`config.mk`:
```
export PLATFORM = sky130hd
export DESIGN_NAME = nvm_prog_ctrl
export DESIGN_NICKNAME = d
export VERILOG_FILES = /design/src/rtl/nvm_pkg.sv /design/src/rtl/nvm_key_tracker.sv /design/src/rtl/nvm_op_seq.sv /design/src/rtl/nvm_prog_ctrl.sv
export SDC_FILE = /design/constraint.sdc
export NUM_CORES = 1
export LEC_CHECK = 0
export BUFFER_PORTS_ARGS = -buffer_cell sky130_fd_sc_hd__buf_2
export CAP_MARGIN = 10
export CORE_UTILIZATION = 50
export DETAILED_ROUTE_END_ITERATION = 10
export HOLD_SLACK_MARGIN = 0.02
export MAX_ROUTING_LAYER = met4
export PLACE_DENSITY = 0.89
export SETUP_SLACK_MARGIN = 0.5
export SLEW_MARGIN = 15
export SYNTH_ARGS = -nofsm -noshare
export SYNTH_HDL_FRONTEND = slang
export SYNTH_SLANG_ARGS = --single-unit
```
`constraint.sdc`:
```
create_clock -name clk -period 2.6 [get_ports clk]
set_input_delay 0.78 -clock clk [delete_from_list [all_inputs] [get_ports clk]]
set_output_delay 0.78 -clock clk [all_outputs]
set_load 0.01 [all_outputs]
```
`src/rtl/nvm_pkg.sv`:
```
package nvm_pkg;

    localparam logic [1:0] IDX_CTRL = 2'd0;
    localparam logic [1:0] IDX_KEY  = 2'd1;
    localparam logic [1:0] IDX_ADDR = 2'd2;
    localparam logic [1:0] IDX_DATA = 2'd3;

    localparam logic [1:0] AL_DIRECT = 2'd0;
    localparam logic [1:0] AL_SET    = 2'd1;
    localparam logic [1:0] AL_CLEAR  = 2'd2;
    localparam logic [1:0] AL_NONE   = 2'd3;

    localparam logic [3:0] OP_NOP   = 4'd0;
    localparam logic [3:0] OP_WORD  = 4'd1;
    localparam logic [3:0] OP_ERASE = 4'd4;

    localparam int B_START = 15;
    localparam int B_WREN  = 14;

    localparam logic [31:0] KEY_FIRST  = 32'h0000_0000;
    localparam logic [31:0] KEY_SECOND = 32'hAA99_6655;
    localparam logic [31:0] KEY_THIRD  = 32'h5566_99AA;

    typedef enum logic [1:0] {K_IDLE, K_ONE, K_TWO, K_ARMED} key_st_e;

    typedef struct packed {
        logic busy;
        logic wrerr;
        logic lverr;
        logic req;
    } seq_st_t;

endpackage

```
`src/rtl/nvm_key_tracker.sv`:
```
module nvm_key_tracker
    import nvm_pkg::*;
(
    input  logic        clk,
    input  logic        rst_n,
    input  logic        key_wr_i,
    input  logic [31:0] key_val_i,
    input  logic        other_wr_i,
    output logic        armed_o
);

    key_st_e st_d, st_q;

    always_comb begin
        st_d = st_q;
        if (key_wr_i) begin
            if (key_val_i == KEY_FIRST)                         st_d = K_ONE;
            else if (st_q == K_ONE && key_val_i == KEY_SECOND)  st_d = K_TWO;
            else if (st_q == K_TWO && key_val_i == KEY_THIRD)   st_d = K_ARMED;
            else                                                st_d = K_IDLE;
        end else if (other_wr_i) begin
            st_d = K_IDLE;
        end
    end

    always_ff @(posedge clk or negedge rst_n) begin
        if (!rst_n) st_q <= K_IDLE;
        else        st_q <= st_d;
    end

    assign armed_o = (st_q == K_ARMED);

    // arming only follows the final key value
    p_arm_source_r5: assert property (@(posedge clk) disable iff (!rst_n)
        $rose(armed_o) |-> $past(key_wr_i && key_val_i == KEY_THIRD));

    // any other write drops the unlock
    p_cancel_r5: assert property (@(posedge clk) disable iff (!rst_n)
        other_wr_i |=> !armed_o);

endmodule

```
`src/rtl/nvm_op_seq.sv`:
```
module nvm_op_seq
    import nvm_pkg::*;
#(
    parameter int unsigned ADDR_W = 16,
    parameter logic [ADDR_W-1:0] PROT_LO = 'hF000,
    parameter logic [ADDR_W-1:0] PROT_HI = 'hFEFF
) (
    input  logic              clk,
    input  logic              rst_n,
    input  logic              start_try_i,
    input  logic              armed_i,
    input  logic              wren_i,
    input  logic [3:0]        op_i,
    input  logic [ADDR_W-1:0] eff_addr_i,
    input  logic              arr_done_i,
    input  logic              low_volt_i,
    output logic              busy_o,
    output logic              wrerr_o,
    output logic              lverr_o,
    output logic              req_o
);

    seq_st_t d, q;
    logic    in_prot;

    assign in_prot = (eff_addr_i >= PROT_LO) && (eff_addr_i <= PROT_HI);

    always_comb begin
        d     = q;
        d.req = 1'b0;
        if (q.busy) begin
            if (low_volt_i) d.lverr = 1'b1;
            if (arr_done_i) d.busy  = 1'b0;
        end else if (start_try_i) begin
            if (!(armed_i && wren_i)) begin
                d.wrerr = 1'b1;
            end else begin
                case (op_i)
                    OP_NOP: begin
                        d.wrerr = 1'b0;
                        d.lverr = 1'b0;
                    end
                    OP_WORD, OP_ERASE: begin
                        if (in_prot) begin
                            d.wrerr = 1'b1;
                        end else begin
                            d.busy = 1'b1;
                            d.req  = 1'b1;
                        end
                    end
                    default: d.wrerr = 1'b1;
                endcase
            end
        end
    end

    always_ff @(posedge clk or negedge rst_n) begin
        if (!rst_n) q <= '0;
        else        q <= d;
    end

    assign busy_o  = q.busy;
    assign wrerr_o = q.wrerr;
    assign lverr_o = q.lverr;
    assign req_o   = q.req;

    // the command is a single-cycle pulse
    p_req_pulse_r3: assert property (@(posedge clk) disable iff (!rst_n)
        q.req |=> !q.req);

    // a command requires the unlock and write enable one cycle earlier
    p_req_needs_key_r4: assert property (@(posedge clk) disable iff (!rst_n)
        q.req |-> $past(armed_i && wren_i));

    // busy holds until the array reports done
    p_busy_hold_r6: assert property (@(posedge clk) disable iff (!rst_n)
        q.busy && !arr_done_i |=> q.busy);

    // no command leaves for a protected address
    p_no_prot_cmd_r8: assert property (@(posedge clk) disable iff (!rst_n)
        q.req |-> !in_prot);

    // low voltage during an operation is recorded
    p_lowvolt_r9: assert property (@(posedge clk) disable iff (!rst_n)
        q.busy && low_volt_i |=> q.lverr);

endmodule

```
`src/rtl/nvm_prog_ctrl.sv`:
```
module nvm_prog_ctrl
    import nvm_pkg::*;
#(
    parameter int unsigned ADDR_W    = 16,
    parameter int unsigned DATA_W    = 32,
    parameter int unsigned PAGE_BITS = 6,
    parameter logic [ADDR_W-1:0] PROT_LO = 'hF000,
    parameter logic [ADDR_W-1:0] PROT_HI = 'hFEFF
) (
    input  logic              clk,
    input  logic              rst_n,
    input  logic              reg_we,
    input  logic [3:0]        reg_addr,
    input  logic [31:0]       reg_wdata,
    input  logic [1:0]        rd_sel,
    output logic [31:0]       rd_data,
    output logic              arr_req,
    output logic [3:0]        arr_op,
    output logic [ADDR_W-1:0] arr_addr,
    output logic [DATA_W-1:0] arr_wdata,
    input  logic              arr_done,
    input  logic              low_volt
);

    localparam logic [ADDR_W-1:0] PAGE_MASK = {ADDR_W{1'b1}} << PAGE_BITS;

    typedef struct packed {
        logic [3:0]        op;
        logic              wren;
        logic [ADDR_W-1:0] addr;
        logic [DATA_W-1:0] data;
    } regs_t;

    regs_t d, q;

    logic [1:0] idx, al;
    logic       wr_any, key_wr, other_wr, start_try;
    logic       armed, busy, wrerr, lverr;
    logic [ADDR_W-1:0] eff_addr;

    assign idx       = reg_addr[3:2];
    assign al        = reg_addr[1:0];
    assign wr_any    = reg_we && (al != AL_NONE);
    assign key_wr    = wr_any && (idx == IDX_KEY) && (al == AL_DIRECT);
    assign other_wr  = wr_any && !key_wr;
    assign start_try = wr_any && (idx == IDX_CTRL) && (al != AL_CLEAR) && reg_wdata[B_START];

    function automatic logic [ADDR_W-1:0] upd_a(logic [ADDR_W-1:0] o,
                                                logic [ADDR_W-1:0] w, logic [1:0] a);
        case (a)
            AL_DIRECT: return w;
            AL_SET:    return o | w;
            AL_CLEAR:  return o & ~w;
            default:   return o;
        endcase
    endfunction

    function automatic logic [DATA_W-1:0] upd_d(logic [DATA_W-1:0] o,
                                                logic [DATA_W-1:0] w, logic [1:0] a);
        case (a)
            AL_DIRECT: return w;
            AL_SET:    return o | w;
            AL_CLEAR:  return o & ~w;
            default:   return o;
        endcase
    endfunction

    function automatic logic [4:0] upd_c(logic [4:0] o, logic [4:0] w, logic [1:0] a);
        case (a)
            AL_DIRECT: return w;
            AL_SET:    return o | w;
            AL_CLEAR:  return o & ~w;
            default:   return o;
        endcase
    endfunction

    always_comb begin
        logic [4:0] c_new;
        d     = q;
        c_new = upd_c({q.wren, q.op}, {reg_wdata[B_WREN], reg_wdata[3:0]}, al);
        if (wr_any) begin
            case (idx)
                IDX_CTRL: begin
                    d.wren = c_new[4];
                    if (!busy) d.op = c_new[3:0];
                end
                IDX_ADDR: if (!busy) d.addr = upd_a(q.addr, reg_wdata[ADDR_W-1:0], al);
                IDX_DATA: if (!busy) d.data = upd_d(q.data, reg_wdata[DATA_W-1:0], al);
                default: ;
            endcase
        end
    end

    always_ff @(posedge clk or negedge rst_n) begin
        if (!rst_n) q <= '0;
        else        q <= d;
    end

    assign eff_addr = (q.op == OP_ERASE) ? (q.addr & PAGE_MASK) : q.addr;

    nvm_key_tracker u_keys (
        .clk        (clk),
        .rst_n      (rst_n),
        .key_wr_i   (key_wr),
        .key_val_i  (reg_wdata),
        .other_wr_i (other_wr),
        .armed_o    (armed)
    );

    nvm_op_seq #(
        .ADDR_W  (ADDR_W),
        .PROT_LO (PROT_LO),
        .PROT_HI (PROT_HI)
    ) u_seq (
        .clk         (clk),
        .rst_n       (rst_n),
        .start_try_i (start_try),
        .armed_i     (armed),
        .wren_i      (q.wren),
        .op_i        (q.op),
        .eff_addr_i  (eff_addr),
        .arr_done_i  (arr_done),
        .low_volt_i  (low_volt),
        .busy_o      (busy),
        .wrerr_o     (wrerr),
        .lverr_o     (lverr),
        .req_o       (arr_req)
    );

    assign arr_op    = q.op;
    assign arr_addr  = eff_addr;
    assign arr_wdata = q.data;

    always_comb begin
        case (rd_sel)
            IDX_CTRL: rd_data = {16'h0, busy, q.wren, wrerr, lverr, 8'h0, q.op};
            IDX_ADDR: rd_data = 32'(q.addr);
            IDX_DATA: rd_data = 32'(q.data);
            default:  rd_data = 32'h0;
        endcase
    end

    // operation fields stay frozen while the array works
    p_freeze_r7: assert property (@(posedge clk) disable iff (!rst_n)
        busy && !arr_done |=> $stable(q.addr) && $stable(q.data) && $stable(q.op));

endmodule

```
; ---- After elaboration in Yosys (flattened, before gate mapping)
; Index checks and enable logic that the tools add are counted.
[word_totals]
word_cells = 92
input_bits = 43
register_bits = 59
[op_classes]
bitwise = 10
order_cmp = 2
n_eq_ne = 18
muxes = 24
n_reduce_logical = 29
[ops]
columns = operator, n
row1 = 32-bit case mux with 3 select lines, 2
row2 = 16-bit case mux with 3 select lines, 1
row3 = 32-bit AND, 1
row4 = "32-bit by 31-bit equality test with 1-bit output, second input constant", 1
row5 = "32-bit equality test, second input constant", 1
row6 = 32-bit logical NOT, 1
row7 = 32-bit inverter, 1
row8 = 32-bit OR, 1
row9 = 16-bit AND, 1
row10 = "16-bit greater-or-equal comparator, second input constant", 1
row11 = "16-bit less-or-equal comparator, second input constant", 1
row12 = 16-bit inverter, 1
row13 = 16-bit OR, 1
row14 = 4-bit AND reduction, 4
row15 = 5-bit case mux with 3 select lines, 1
row16 = "2-bit equality test, second input constant", 7
row17 = 2-bit two-way mux, 6
row18 = 1-bit logical AND, 11
row19 = 1-bit two-way mux, 11
row20 = 2-bit nonzero test, 4
row21 = "2-bit by 1-bit equality test with 1-bit output, second input constant", 3
row22 = 2-bit logical NOT, 3
row23 = 6-bit two-way mux, 1
row24 = "2-bit != test, second input constant", 3
row25 = other kinds (14), 15

; ---- Depth between registers and ports, before layout
[logic_depth]
ltp_word = 9
mapped_depth = 7

; ---- Modules after synthesis
; A second synthesis with hierarchy kept.
[hier_totals]
hier_cells = 430
hier_area_um2 = 4067.7
[by_module_without_submodules]
columns = mod, area_per_inst_um2, cells_each, instances
row1 = nvm_prog_ctrl, 3602.2, 377, 1
row2 = nvm_key_tracker, 249.0, 33, 1
row3 = nvm_op_seq, 216.5, 20, 1

; ---- Least setup slack after synthesis
; No wires, ideal clock.
[synth_timing]
path_kind = input-to-output
start = input rd_sel[0]
end = output rd_data[0]
setup_slack_ns = 0.035
path_stages = 4
path_buffers = 2
arrival_time_ns = 1.785
path_cell_list = clkbuf_1 -> buf_2 -> mux2_2 -> a22o_1
[synth_between]
elab_chain_cells = 2
elab_cells_between_ends = 4
cone_classes = eq/ne (2) / mux (1) / reduce/logical (1)
[synth_rtl]
columns = element, line_no
row1 = "start, declared", nvm_prog_ctrl.sv:15  ; input logic [1:0] rd_sel,
row2 = 2-bit equality test or 2-bit logical NOT (tied branches), nvm_prog_ctrl.sv:135  ; case (rd_sel)
row3 = 32-bit case mux with 3 select lines *, nvm_prog_ctrl.sv:135
row4 = "end, declared", nvm_prog_ctrl.sv:16  ; output logic [31:0] rd_data,
; Every way passes the cells marked *; elsewhere a longest branch is shown, timed or not.

; ---- Worst setup path after layout
[layout_timing]
start = input rd_sel[0]
end = output rd_data[15]
; Same word-level chain as after synthesis.

==> flow_metrics.env <==
export IMPL_critical_path_slowest_cell="mux2_4"
export IMPL_dp_cells=590
export IMPL_layout_drive_gt1_share=0.378
export IMPL_reg2reg_from="arr_op[1]$_DFFE_PN0P_"
export IMPL_holdWs_ps=366
export IMPL_met3_usage=0.0541
export IMPL_start_util=0.516
export IMPL_drt_pass1_iter_count=4
export IMPL_grt_max_degree=43
export IMPL_ir_worst_vdd_uv=374
export IMPL_via_per_inst=5.99
export IMPL_ys_warn_count=0
export IMPL_io_buffers=127
export IMPL_maxClockFrequency_ghz=0.435
export IMPL_synth_most_common_cell="a21oi_1"
export IMPL_die_h_um=88.5
export IMPL_drtIter0Drc=238
export IMPL_syn_area_mm2=0.00374
export IMPL_synth_area_top_cells="dfrtp_1 39%, a21oi_1 14%, buf_4 9.2%"
export IMPL_yosys_cell_types_count=38
export IMPL_postPlaceCellArea_mm2=0.00429
export IMPL_r2r_cells=6
export IMPL_met2_usage=0.460
export IMPL_final_util=0.636
export IMPL_multi_input_area_mm2=0.00194
export IMPL_slew_viol_final=0
export IMPL_met1_usage=0.383
export IMPL_cts_root_buffer="clkbuf_8"
export IMPL_min_path_type="in2async"
export IMPL_status="completed"
export IMPL_vias=3645
export IMPL_p_leak_nw=2.18
export IMPL_syn2layout_area_growth_pct=23.2
export IMPL_grt_usage=0.302
export IMPL_cts_sinks=59
export IMPL_htreeDepth=3
export IMPL_rrSetupSlack_ps=850
export IMPL_synth_area_per_cell_um2=8.94
export IMPL_numCtsBuffers=9
export IMPL_finalWirelength_um=11000
export IMPL_hold_buffers=0
export IMPL_synth_top_area_share=0.394
export IMPL_place_congestion=0.947
export IMPL_period_share=0.885
export IMPL_critical_path_class="in2out"
export IMPL_layout_cells_non_filler=609
export IMPL_clockBufferDepth=2
export IMPL_die_area_mm2=0.00784
export IMPL_grt_pass1_wl_um=17100
export IMPL_ys_seq_area_frac=0.394
export IMPL_max_stage_delay_ps=290
export IMPL_yosysTopAreaCell="dfrtp_1"
export IMPL_synthTopCellsByCount="107 x a21oi_1, 59 x dfrtp_1, 46 x buf_4"
export IMPL_end_kind="output port"
export IMPL_core_region_area_mm2=0.00725
export IMPL_top_usage_layer="met2"
export IMPL_clock_latency_ps=350
export IMPL_synthArstFlopShare=1.00
export IMPL_synth_edf_count=0
export IMPL_critPathBufInv=2
export IMPL_routedWlPerCell_um=18.0
export IMPL_cap_violations=0
export IMPL_ant_nets=0
export IMPL_rsz0062_at_grt="true"
export IMPL_syn_num_nets=466
export IMPL_cts_tree="done"
export IMPL_arrival_ps=1520
export IMPL_synthFlopType="dfrtp_1"
export IMPL_fillers=587
export IMPL_tightest_slew_ps=442
export IMPL_cp_cell_sequence="buf_12, mux2_4, a22o_1, buf_2"
export IMPL_regArea_mm2=0.00148
export IMPL_power_density_mw_per_mm2=701
export IMPL_grt_pass1_vias=3300
export IMPL_fp_row_count=31
export IMPL_fin_setup_tns_ps=0
export IMPL_cp_max_fo=6
export IMPL_ys_ff_latch=59
export IMPL_nets=553
export IMPL_startpoint_type="input pin"
export IMPL_design_area_mm2=0.00461
export IMPL_timing_rr_end="u_seq.wrerr_o$_DFFE_PN0P_"
export IMPL_overflow=0
export IMPL_synthCells=419
export IMPL_finalSetupViolCount=0
export IMPL_antenna_cells=0
export IMPL_dp_hpwl_um=7660
export IMPL_slew_headroom=0.706
export IMPL_final_hold_viol_count=0
export IMPL_cts_clk_slew_worst_paths_ps=70
export IMPL_dieWidth_um=88.5
export IMPL_crit_family="multiplexers"
export IMPL_layout_min_cycle_time_ps=2300
export IMPL_antenna_found_initial=0
export IMPL_io_pins=128
export IMPL_skew_ps=5.38
export IMPL_drc=0
export IMPL_required_ps=1820
[flip-flops by register name, summed over array words and instances, names as in the netlist]
signal / count
arr_wdata: 32
u_seq.req_o: 1
u_seq.wrerr_o: 1
u_seq.busy_o: 1
q: 17
u_seq.lverr_o: 1
u_keys.st_q: 2
arr_op: 4
[cell families (layout without fill, tap and decap cells)]
logic type,count (synthesis),in the layout,synth area share
xor gates and xnor gates,1,1,0.00234
muxes,17,17,0.0484
DFF,59,59,0.394
and+or+nand+nor,109,109,0.190
buffers and inverters,75,166,0.124
adders and majority gates,4,4,0.0134
AOI/OAI and AO/OA,154,154,0.228
[worst max path at each step]
stage | start | endpoint | slack (ps) | cells after the start
6_report | rd_sel[0] | rd_data[15] | 300 | 4
5_1_grt | rd_sel[0] | rd_data[15] | 260 | 4
4_1_cts | rd_sel[0] | rd_data[15] | 290 | 4
3_5_place_dp | rd_sel[0] | rd_data[7] | -40 | 5
3_3_place_gp | rd_sel[0] | rd_data[15] | 50 | 4
2_1_floorplan | rd_sel[0] | rd_data[14] | 260 | 4
[timing repair]
| action | 4_1_cts | 5_1_grt |
|---|---|---|
| setup buffers | 2 | 0 |
| gates resized for setup | 22 | 4 |
| setup endpoints to repair | 38 | 38 |
| pin swaps | 4 | 1 |
| gates cloned | 2 | 0 |
[layout make-up]
type,count,area share
multi-input combinational,285,0.421
clock inverter,3,0.00325
sequential,59,0.321
inverter,3,0.00244
clock buffer,12,0.0315
timing repair buffer,148,0.194
tap,99,0.0268
[report_power, final]
group          leakage, nW  switching, mW  total [mW]  internal (mW)
combinational         1.39          0.612        1.16          0.547
sequential           0.706          0.221        1.36           1.14
clock               0.0860          0.354       0.715          0.362
total                 2.18           1.19        3.24           2.05
[routing by layer]
| layer | routed length (µm) | share of wire |
|---|---|---|
| met5 | 0 | 0 |
| met4 | 346 | 0.032 |
| met3 | 829 | 0.076 |
| met2 | 5330 | 0.49 |
| met1 | 4470 | 0.41 |
[stage by stage]
| stage | total power [mW] | worst slack [ps] |
|---|---|---|
| floorplan | 2.20 | 258 |
| global placement | 2.41 | 51.3 |
| detailed placement | 2.46 | -36.3 |
| CTS | 3.22 | 294 |
| global route | 3.44 | 256 |
| finish | 3.24 | 299 |
[cell usage in the layout, fill, tap and decap left out, types with 2 or more instances in the layout]
master / n
ha_1: 3
a22o_1: 8
mux2_4: 5
and3_1: 6
o21ai_1: 2
buf_4: 16
a21oi_1: 107
nor4b_4: 2
mux2i_1: 7
nand4_1: 9
clkbuf_8: 10
buf_2: 125
nor4_1: 8
nand2_1: 5
dfrtp_2: 3
buf_16: 2
clkbuf_1: 2
clkinv_2: 3
a41oi_1: 2
inv_1: 3
and3_4: 10
nand4b_1: 3
nor2b_1: 44
nor2_1: 5
mux2_2: 3
or3_1: 2
dfrtp_1: 56
buf_12: 4
o22ai_1: 32
and2b_1: 3
[worst register-to-register path, cell delays in order, from the launching register on]
cell and delay [ps]:
dfrtp_1 420, buf_4 160, nor2_1 100, nand4_1 110, or3_1 400, nor2b_1 150
mux2_1 300
Power figures use the tool's default switching activity.
